### src/rtl/bus_ready_pkg.sv
package bus_ready_pkg;

    typedef enum logic [1:0] {
        TR_IDLE   = 2'b00,
        TR_BUSY   = 2'b01,
        TR_NONSEQ = 2'b10,
        TR_SEQ    = 2'b11
    } trans_e;

    localparam logic RESP_OKAY = 1'b0;
    localparam logic RESP_ERR  = 1'b1;

    typedef enum logic [1:0] {
        FB_IDLE     = 2'b00,
        FB_ERR_WAIT = 2'b01,
        FB_ERR_DONE = 2'b10
    } fb_state_e;

endpackage

### src/rtl/bus_addr_decode.sv
module bus_addr_decode #(
    parameter int NUM_SUB = 3,
    parameter int ADDR_W  = 32,
    parameter logic [NUM_SUB-1:0][ADDR_W-1:0] BASE = '0,
    parameter logic [NUM_SUB-1:0][ADDR_W-1:0] MASK = '0
) (
    input  logic [ADDR_W-1:0]  addr_i,
    output logic [NUM_SUB-1:0] sel_o,
    output logic               none_o
);

    logic [NUM_SUB-1:0] hit;

    // one comparator per window
    for (genvar k = 0; k < NUM_SUB; k++) begin : g_win
        assign hit[k] = ((addr_i & MASK[k]) == BASE[k]);
    end

    // lowest index wins on overlap
    always_comb begin
        logic taken;
        taken = 1'b0;
        sel_o = '0;
        for (int k = 0; k < NUM_SUB; k++) begin
            if (hit[k] && !taken) begin
                sel_o[k] = 1'b1;
                taken    = 1'b1;
            end
        end
        none_o = !taken;
    end

endmodule

### src/rtl/bus_fallback_sub.sv
module bus_fallback_sub
    import bus_ready_pkg::*;
(
    input  logic       clk,
    input  logic       rst_n,
    input  logic       sel_i,
    input  logic [1:0] trans_i,
    input  logic       bus_ready_i,
    output logic       ready_o,
    output logic       resp_o
);

    typedef struct packed {
        fb_state_e st;
    } fb_reg_t;

    fb_reg_t state_d, state_q;
    logic    active;

    assign active = (trans_i == TR_NONSEQ) || (trans_i == TR_SEQ);

    always_comb begin
        state_d = state_q;
        unique case (state_q.st)
            FB_ERR_WAIT: state_d.st = FB_ERR_DONE;
            default: begin
                if (bus_ready_i) begin
                    state_d.st = (sel_i && active) ? FB_ERR_WAIT : FB_IDLE;
                end
            end
        endcase
        ready_o = (state_q.st != FB_ERR_WAIT);
        resp_o  = (state_q.st == FB_IDLE) ? RESP_OKAY : RESP_ERR;
    end

    always_ff @(posedge clk or negedge rst_n) begin
        if (!rst_n) begin
            state_q <= '{st: FB_IDLE};
        end else begin
            state_q <= state_d;
        end
    end

endmodule

### src/rtl/bus_resp_mux.sv
module bus_resp_mux #(
    parameter int NUM_SUB = 3,
    parameter int DATA_W  = 32,
    parameter int SEL_W   = 2
) (
    input  logic [SEL_W-1:0]          dsel_i,
    input  logic [NUM_SUB-1:0]        sub_ready_i,
    input  logic [NUM_SUB-1:0]        sub_resp_i,
    input  logic [NUM_SUB*DATA_W-1:0] sub_rdata_i,
    input  logic                      fb_ready_i,
    input  logic                      fb_resp_i,
    output logic                      ready_o,
    output logic                      resp_o,
    output logic [DATA_W-1:0]         rdata_o
);

    // fallback responder is the entry selected when no real index matches
    always_comb begin
        ready_o = fb_ready_i;
        resp_o  = fb_resp_i;
        rdata_o = '0;
        for (int k = 0; k < NUM_SUB; k++) begin
            if (dsel_i == SEL_W'(k)) begin
                ready_o = sub_ready_i[k];
                resp_o  = sub_resp_i[k];
                rdata_o = sub_rdata_i[k*DATA_W +: DATA_W];
            end
        end
    end

endmodule

### src/rtl/bus_ready_agg.sv
module bus_ready_agg #(
    parameter int NUM_SUB = 3,
    parameter int ADDR_W  = 32,
    parameter int DATA_W  = 32,
    parameter logic [NUM_SUB-1:0][ADDR_W-1:0] SUB_BASE =
        {32'h0002_0000, 32'h0002_0000, 32'h0000_0000},
    parameter logic [NUM_SUB-1:0][ADDR_W-1:0] SUB_MASK =
        {32'hFFFE_0000, 32'hFFFF_0000, 32'hFFFF_0000}
) (
    input  logic                      clk,
    input  logic                      rst_n,
    input  logic [ADDR_W-1:0]         addr_i,
    input  logic [1:0]                trans_i,
    input  logic [NUM_SUB-1:0]        sub_ready_i,
    input  logic [NUM_SUB-1:0]        sub_resp_i,
    input  logic [NUM_SUB*DATA_W-1:0] sub_rdata_i,
    output logic [NUM_SUB-1:0]        sub_sel_o,
    output logic                      bus_ready_o,
    output logic                      bus_resp_o,
    output logic [DATA_W-1:0]         bus_rdata_o
);

    localparam int SEL_W = $clog2(NUM_SUB + 1);
    localparam logic [SEL_W-1:0] FB_IDX = SEL_W'(NUM_SUB);

    typedef struct packed {
        logic [SEL_W-1:0] dsel;
    } agg_reg_t;

    agg_reg_t         state_d, state_q;
    logic [SEL_W-1:0] dsel_q;
    logic [SEL_W-1:0] aph_idx;
    logic             no_match;
    logic             fb_ready, fb_resp;

    bus_addr_decode #(
        .NUM_SUB (NUM_SUB),
        .ADDR_W  (ADDR_W),
        .BASE    (SUB_BASE),
        .MASK    (SUB_MASK)
    ) u_dec (
        .addr_i  (addr_i),
        .sel_o   (sub_sel_o),
        .none_o  (no_match)
    );

    bus_fallback_sub u_fb (
        .clk         (clk),
        .rst_n       (rst_n),
        .sel_i       (no_match),
        .trans_i     (trans_i),
        .bus_ready_i (bus_ready_o),
        .ready_o     (fb_ready),
        .resp_o      (fb_resp)
    );

    bus_resp_mux #(
        .NUM_SUB (NUM_SUB),
        .DATA_W  (DATA_W),
        .SEL_W   (SEL_W)
    ) u_mux (
        .dsel_i      (dsel_q),
        .sub_ready_i (sub_ready_i),
        .sub_resp_i  (sub_resp_i),
        .sub_rdata_i (sub_rdata_i),
        .fb_ready_i  (fb_ready),
        .fb_resp_i   (fb_resp),
        .ready_o     (bus_ready_o),
        .resp_o      (bus_resp_o),
        .rdata_o     (bus_rdata_o)
    );

    assign dsel_q = state_q.dsel;

    // one-hot address-phase select to index; no match means fallback
    always_comb begin
        aph_idx = FB_IDX;
        for (int k = NUM_SUB - 1; k >= 0; k--) begin
            if (sub_sel_o[k]) aph_idx = SEL_W'(k);
        end
    end

    always_comb begin
        state_d = state_q;
        if (bus_ready_o) begin
            state_d.dsel = aph_idx;
        end
    end

    always_ff @(posedge clk or negedge rst_n) begin
        if (!rst_n) begin
            state_q <= '{dsel: FB_IDX};
        end else begin
            state_q <= state_d;
        end
    end

endmodule

### config.mk
export PLATFORM = sky130hd
export DESIGN_NAME = bus_ready_agg
export DESIGN_NICKNAME = d
export VERILOG_FILES = /design/src/rtl/bus_ready_pkg.sv /design/src/rtl/bus_addr_decode.sv /design/src/rtl/bus_fallback_sub.sv /design/src/rtl/bus_resp_mux.sv /design/src/rtl/bus_ready_agg.sv
export SDC_FILE = /design/constraint.sdc
export NUM_CORES = 1
export LEC_CHECK = 0
export BUFFER_PORTS_ARGS = -buffer_cell sky130_fd_sc_hd__buf_2
export CORE_AREA = 3 3 66 68
export DETAILED_ROUTE_END_ITERATION = 8
export DIE_AREA = 0 0 69 71
export PLACE_DENSITY = 0.76
export SYNTH_ARGS = -nofsm -noshare
export SYNTH_HDL_FRONTEND = slang
export SYNTH_SLANG_ARGS = --single-unit
export TNS_END_PERCENT = 10
### constraint.sdc
create_clock -name clk -period 2.3 [get_ports clk]
set_clock_uncertainty 0.1 [all_clocks]
set_input_delay 0.345 -clock clk [delete_from_list [all_inputs] [get_ports clk]]
set_output_delay 0.345 -clock clk [all_outputs]
set_load 0.02 [all_outputs]
# == Word-level counts from Yosys, hierarchy flattened ==
# Index checks and enable logic that the tools add are counted.
# totals
elab_cells,42
register_bits,4
output_inout_bits,37
input_bits,138
# op_classes
n_eq_ne,8
reduce_logical,11
n_mux,21
# op_table
operator,count
2-to-1 mux 32 bit,3
logical NOT 32 bit,1
"== test 16 x 2 -> 1 bit, second input constant",1
"== test 15 x 1 -> 1 bit, second input constant",1
2-to-1 mux 1 bit,14
2-to-1 mux 2 bit,4
"== test 2 bit, second input constant",3
"== test 2 x 1 -> 1 bit, second input constant",2
logical NOT 2 bit,2
logical AND 1 bit,3
logical NOT 1 bit,3
"inequality test 2 x 1 -> 1 bit, second input constant",1
nonzero test 2 bit,1
logical OR 1 bit,1

# == Longest topological paths before layout ==
# logic_depth
word_depth,13
depth_mapped,6
depth_no_buf,4

# == Hierarchy ==
# A second synthesis with hierarchy kept.
# hier_totals
cells_unflattened,108
area_unflattened_um2,1253.7
# by_module_without_submodules
module,area_per_inst_um2,cells_each,instances,seq_area_each_um2
bus_resp_mux,989.7,79,1,0.0
bus_ready_agg,93.8,8,1,52.6
bus_fallback_sub,92.6,8,1,50.0
bus_addr_decode,77.6,13,1,0.0

# == Least setup slack after synthesis ==
# No wires, ideal clock.
# synth_path
path_kind,reg-to-output
startpoint,register state_q (netlist bit dsel_q[1])
endpoint,output port bus_rdata_o[10]
path_stages_with_launch,5
slack_ns,0.290
required_ns,1.855
arrival_ns,1.565
n_path_buf,2
path_cell_list,dfstp_2 -> buf_2 -> buf_2 -> mux2i_1 -> o21ai_0
# synth_between
elab_chain_cells,4
word_cells_on_any_way,6
classes_between,eq/ne (2); mux (3); reduce/logical (1)
# synth_rtl
element,line,rtl
"start, declared",bus_ready_agg.sv:30,"agg_reg_t state_d, state_q;"
"start signal, assigned",bus_ready_agg.sv:92,state_q <= '{dsel: FB_IDX};
"start signal, assigned",bus_ready_agg.sv:94,state_q <= state_d;
logical NOT 2 bit,bus_resp_mux.sv:23,if (dsel_i == SEL_W'(k)) begin
2-to-1 mux 32 bit (2 in a row),bus_resp_mux.sv:23,
2-to-1 mux 32 bit *,bus_resp_mux.sv:23,
"end, declared",bus_ready_agg.sv:20,output logic [DATA_W-1:0] bus_rdata_o
# Mark *: on every way between the ends. The rest lies on a longest branch, timed or not.

# == Worst setup path after layout ==
# layout_path
startpoint,register state_q (netlist bit dsel_q[1])
endpoint,output port bus_rdata_o[9]
# The elaborated chain is that of the path after synthesis.

==> run metrics <==
layout overhead on the synthesized area 94.7%; Final setup viols 0; Synth Area in XOR/XNOR 0.00904; total power 0.00188 W; GPL Wtd Cong 0.811; Die Wd 69 µm; initial core utilization 0.247; Hold Path Origin trans_i[1]; Final Hold Vio Count 0; worst-case clock buffer depth 2; post-DP HPWL 3560 µm; routed vias/inst 4.57; VDD IR max 433 µV; antenna cells 0; Reg area 103 µm²; post-CTS sizing 0; CP Max Fanout 15; IO Pins 175; Tmin final 2.08 ns; Post-Synth Adder-Cell Area 0; max cap viols 0; RSZ-0062 raised after global routing no; Slew headroom 0.825; worst path arrival time 1.64 ns; largest net degree at the start of global routing 19; Die Ht 71 µm; cell family with most CP delay flip-flops; Final ANT Viol Nets 0; Num CTS Buffers 3; slew of the pin with the lowest slew margin 0.261 ns; via count 1590; FF-to-FF path depth 4; Reg2Reg Setup Slack 0.64 ns; FF+latch count, synth 4; Compound-Gate Fraction of Synth Area 0.203; worst hold path type input port to register; DRT Pass-1 Iters 4; status completed; Setup CP Type register to primary output; CTS tree yes; mux share of post-synthesis cell area 0.398; Port Buffer Count 157; largest family of logic cells by synthesized area multiplexers; f_max 480 MHz; Post-Synthesis Cells 140; Crit-path slowest cell dfstp_2; core area 0.00391 mm²; Pleak 1.18 nW; RR Startpoint dsel_q[0]; largest area contributor in the netlist mux2i_1; Min-Delay Endpoint u_fb.state_q[0]; H-Tree Level Count 1; clock sink count 4; vias in the first global route 1617; grt ovf 0; Yosys top cell area share 0.351; Setup crit end kind primary output; # rows 23; WL final 4210 µm; most frequent cells in the layout 157 x buf_2, 35 x nand2_1, 35 x o21ai_0; cell chain of the critical path buf_4 -> mux2i_1 -> o21ai_0 -> buf_2; initial antenna violation count 0; Clock Latency Late Sink 0.22 ns; reg-to-reg endpoint u_fb.state_q[0]; GRT Resource Usage Total 0.171; commonest non-fill, non-tap cell in the layout buf_2; period utilisation layout 0.906; Post-Synth Simple-Gate Area 0.217; # DRC 0; Worst-path clk slew 0.03 ns; Synth warnings 0; Layout Nets 437; multi-input logic area 803 µm²; DIE AREA 0.00490 mm²; PD cells 998 mW/mm²; post-synthesis sequential area ratio 0.106; Post-Route Setup TNS 0 ns; largest cells by area after synthesis mux2i_1 35%, o21ai_0 18%, nand2_1 14%; Synth Cell Area 968 µm²; Worst EP required 1.86 ns; library cells used by synthesis 21; initial DRC count 40; crit path buf inv count 2; Post-Syn Nets 278; crit-path max cell delay 0.62 ns; Post-Syn Area per Cell 6.92 µm²; Startpoint Class register; ratio of cells with drive above 1 in the final layout 0.587; Filler Cell Count 400; root buf cell clkbuf_8; Min-Delay Path Depth 3; fin. max-slew vios 0; first-pass GRT wire length 7060 µm; routed len/inst 12.1 µm
==> routing by layer <==
layer  share of wire  vias to the layer above  global-route usage
li1                -                      814                   -
met2            0.51                      104               0.323
met1            0.37                      668               0.187
met4          0.0078                        0              0.0499
met3            0.12                        4              0.0440
met5               0                        -                   0
==> how the worst max path moves through the flow <==
stage	start	end	slack, ns	cells past startpoint
after detailed placement	dsel_q[0]	bus_rdata_o[9]	0.30	5
after global routing	dsel_q[1]	bus_rdata_o[17]	0.09	4
after floorplan	dsel_q[1]	bus_rdata_o[10]	0.29	4
final	dsel_q[1]	bus_rdata_o[9]	0.22	4
after global placement	dsel_q[0]	bus_rdata_o[29]	0.30	5
after CTS	dsel_q[0]	bus_rdata_o[29]	0.06	5
==> kinds of logic after synthesis <==
group,Yosys count
buffers and inverters,13
muxes,36
AOI/OAI and AO/OA,38
DFF,4
xor gates and xnor gates,1
and+or+nand+nor,48
==> report_power, final <==
part	internal, W	switching [W]
clock network	0.000118	0.0000382
logic	0.000654	0.000909
registers	0.000118	0.0000444
total	0.000890	0.000991
==> synthesized netlist by cell type <==
master    number
a21oi_1        1
xor2_1         1
a22o_1         1
mux2i_1       34
o21ai_0       35
buf_6          1
nor2_1         4
nor4_1         3
dfstp_2        2
a21boi_1       1
nor2b_1        2
nand4_1        1
or2_2          1
nand2b_4       1
inv_1          1
or2_1          1
nand2_1       35
mux4_2         2
buf_2          7
clkbuf_1       4
dfrtp_1        2
==> flip-flops by register name (all words and copies together), names as in the netlist <==
register and flops:
dsel_q 2, u_fb.state_q 2
==> area by class of cell <==
cell class | count | share of cell area
clock buffers | 4 | 0.0239
inverters | 1 | 0.00199
multi-input cells | 123 | 0.426
flip-flops and latches | 4 | 0.0544
well taps | 50 | 0.0332
repair buffers | 166 | 0.461
==> metrics by stage <==
stage / hold WS [ns] / instance area [µm²] / utilization / setup slack, ns / cells
finish: 0.284 / 1890 / 0.482 / 0.217 / 348
global route: 0.329 / 1890 / 0.482 / 0.0939 / 348
CTS: 0.281 / 1870 / 0.478 / 0.0607 / 346
detailed placement: 0.0526 / 1820 / 0.464 / 0.300 / 341
global placement: 0.0499 / 1820 / 0.464 / 0.295 / 341
floorplan: -0.0506 / 968 / - / 0.290 / 140
==> tightest hold or removal path, stage by stage <==
cell and delay [ns]:
buf_2 0.09, o21ai_0 0.06, a21oi_1 0.06
==> timing repair <==
item,in CTS,in global routing
endpoints found under the hold margin,2,0
buffers inserted,0,2
hold buffers,1,0
setup endpoints to repair,0,17
Note: power is estimated with default switching activity, not from simulation.
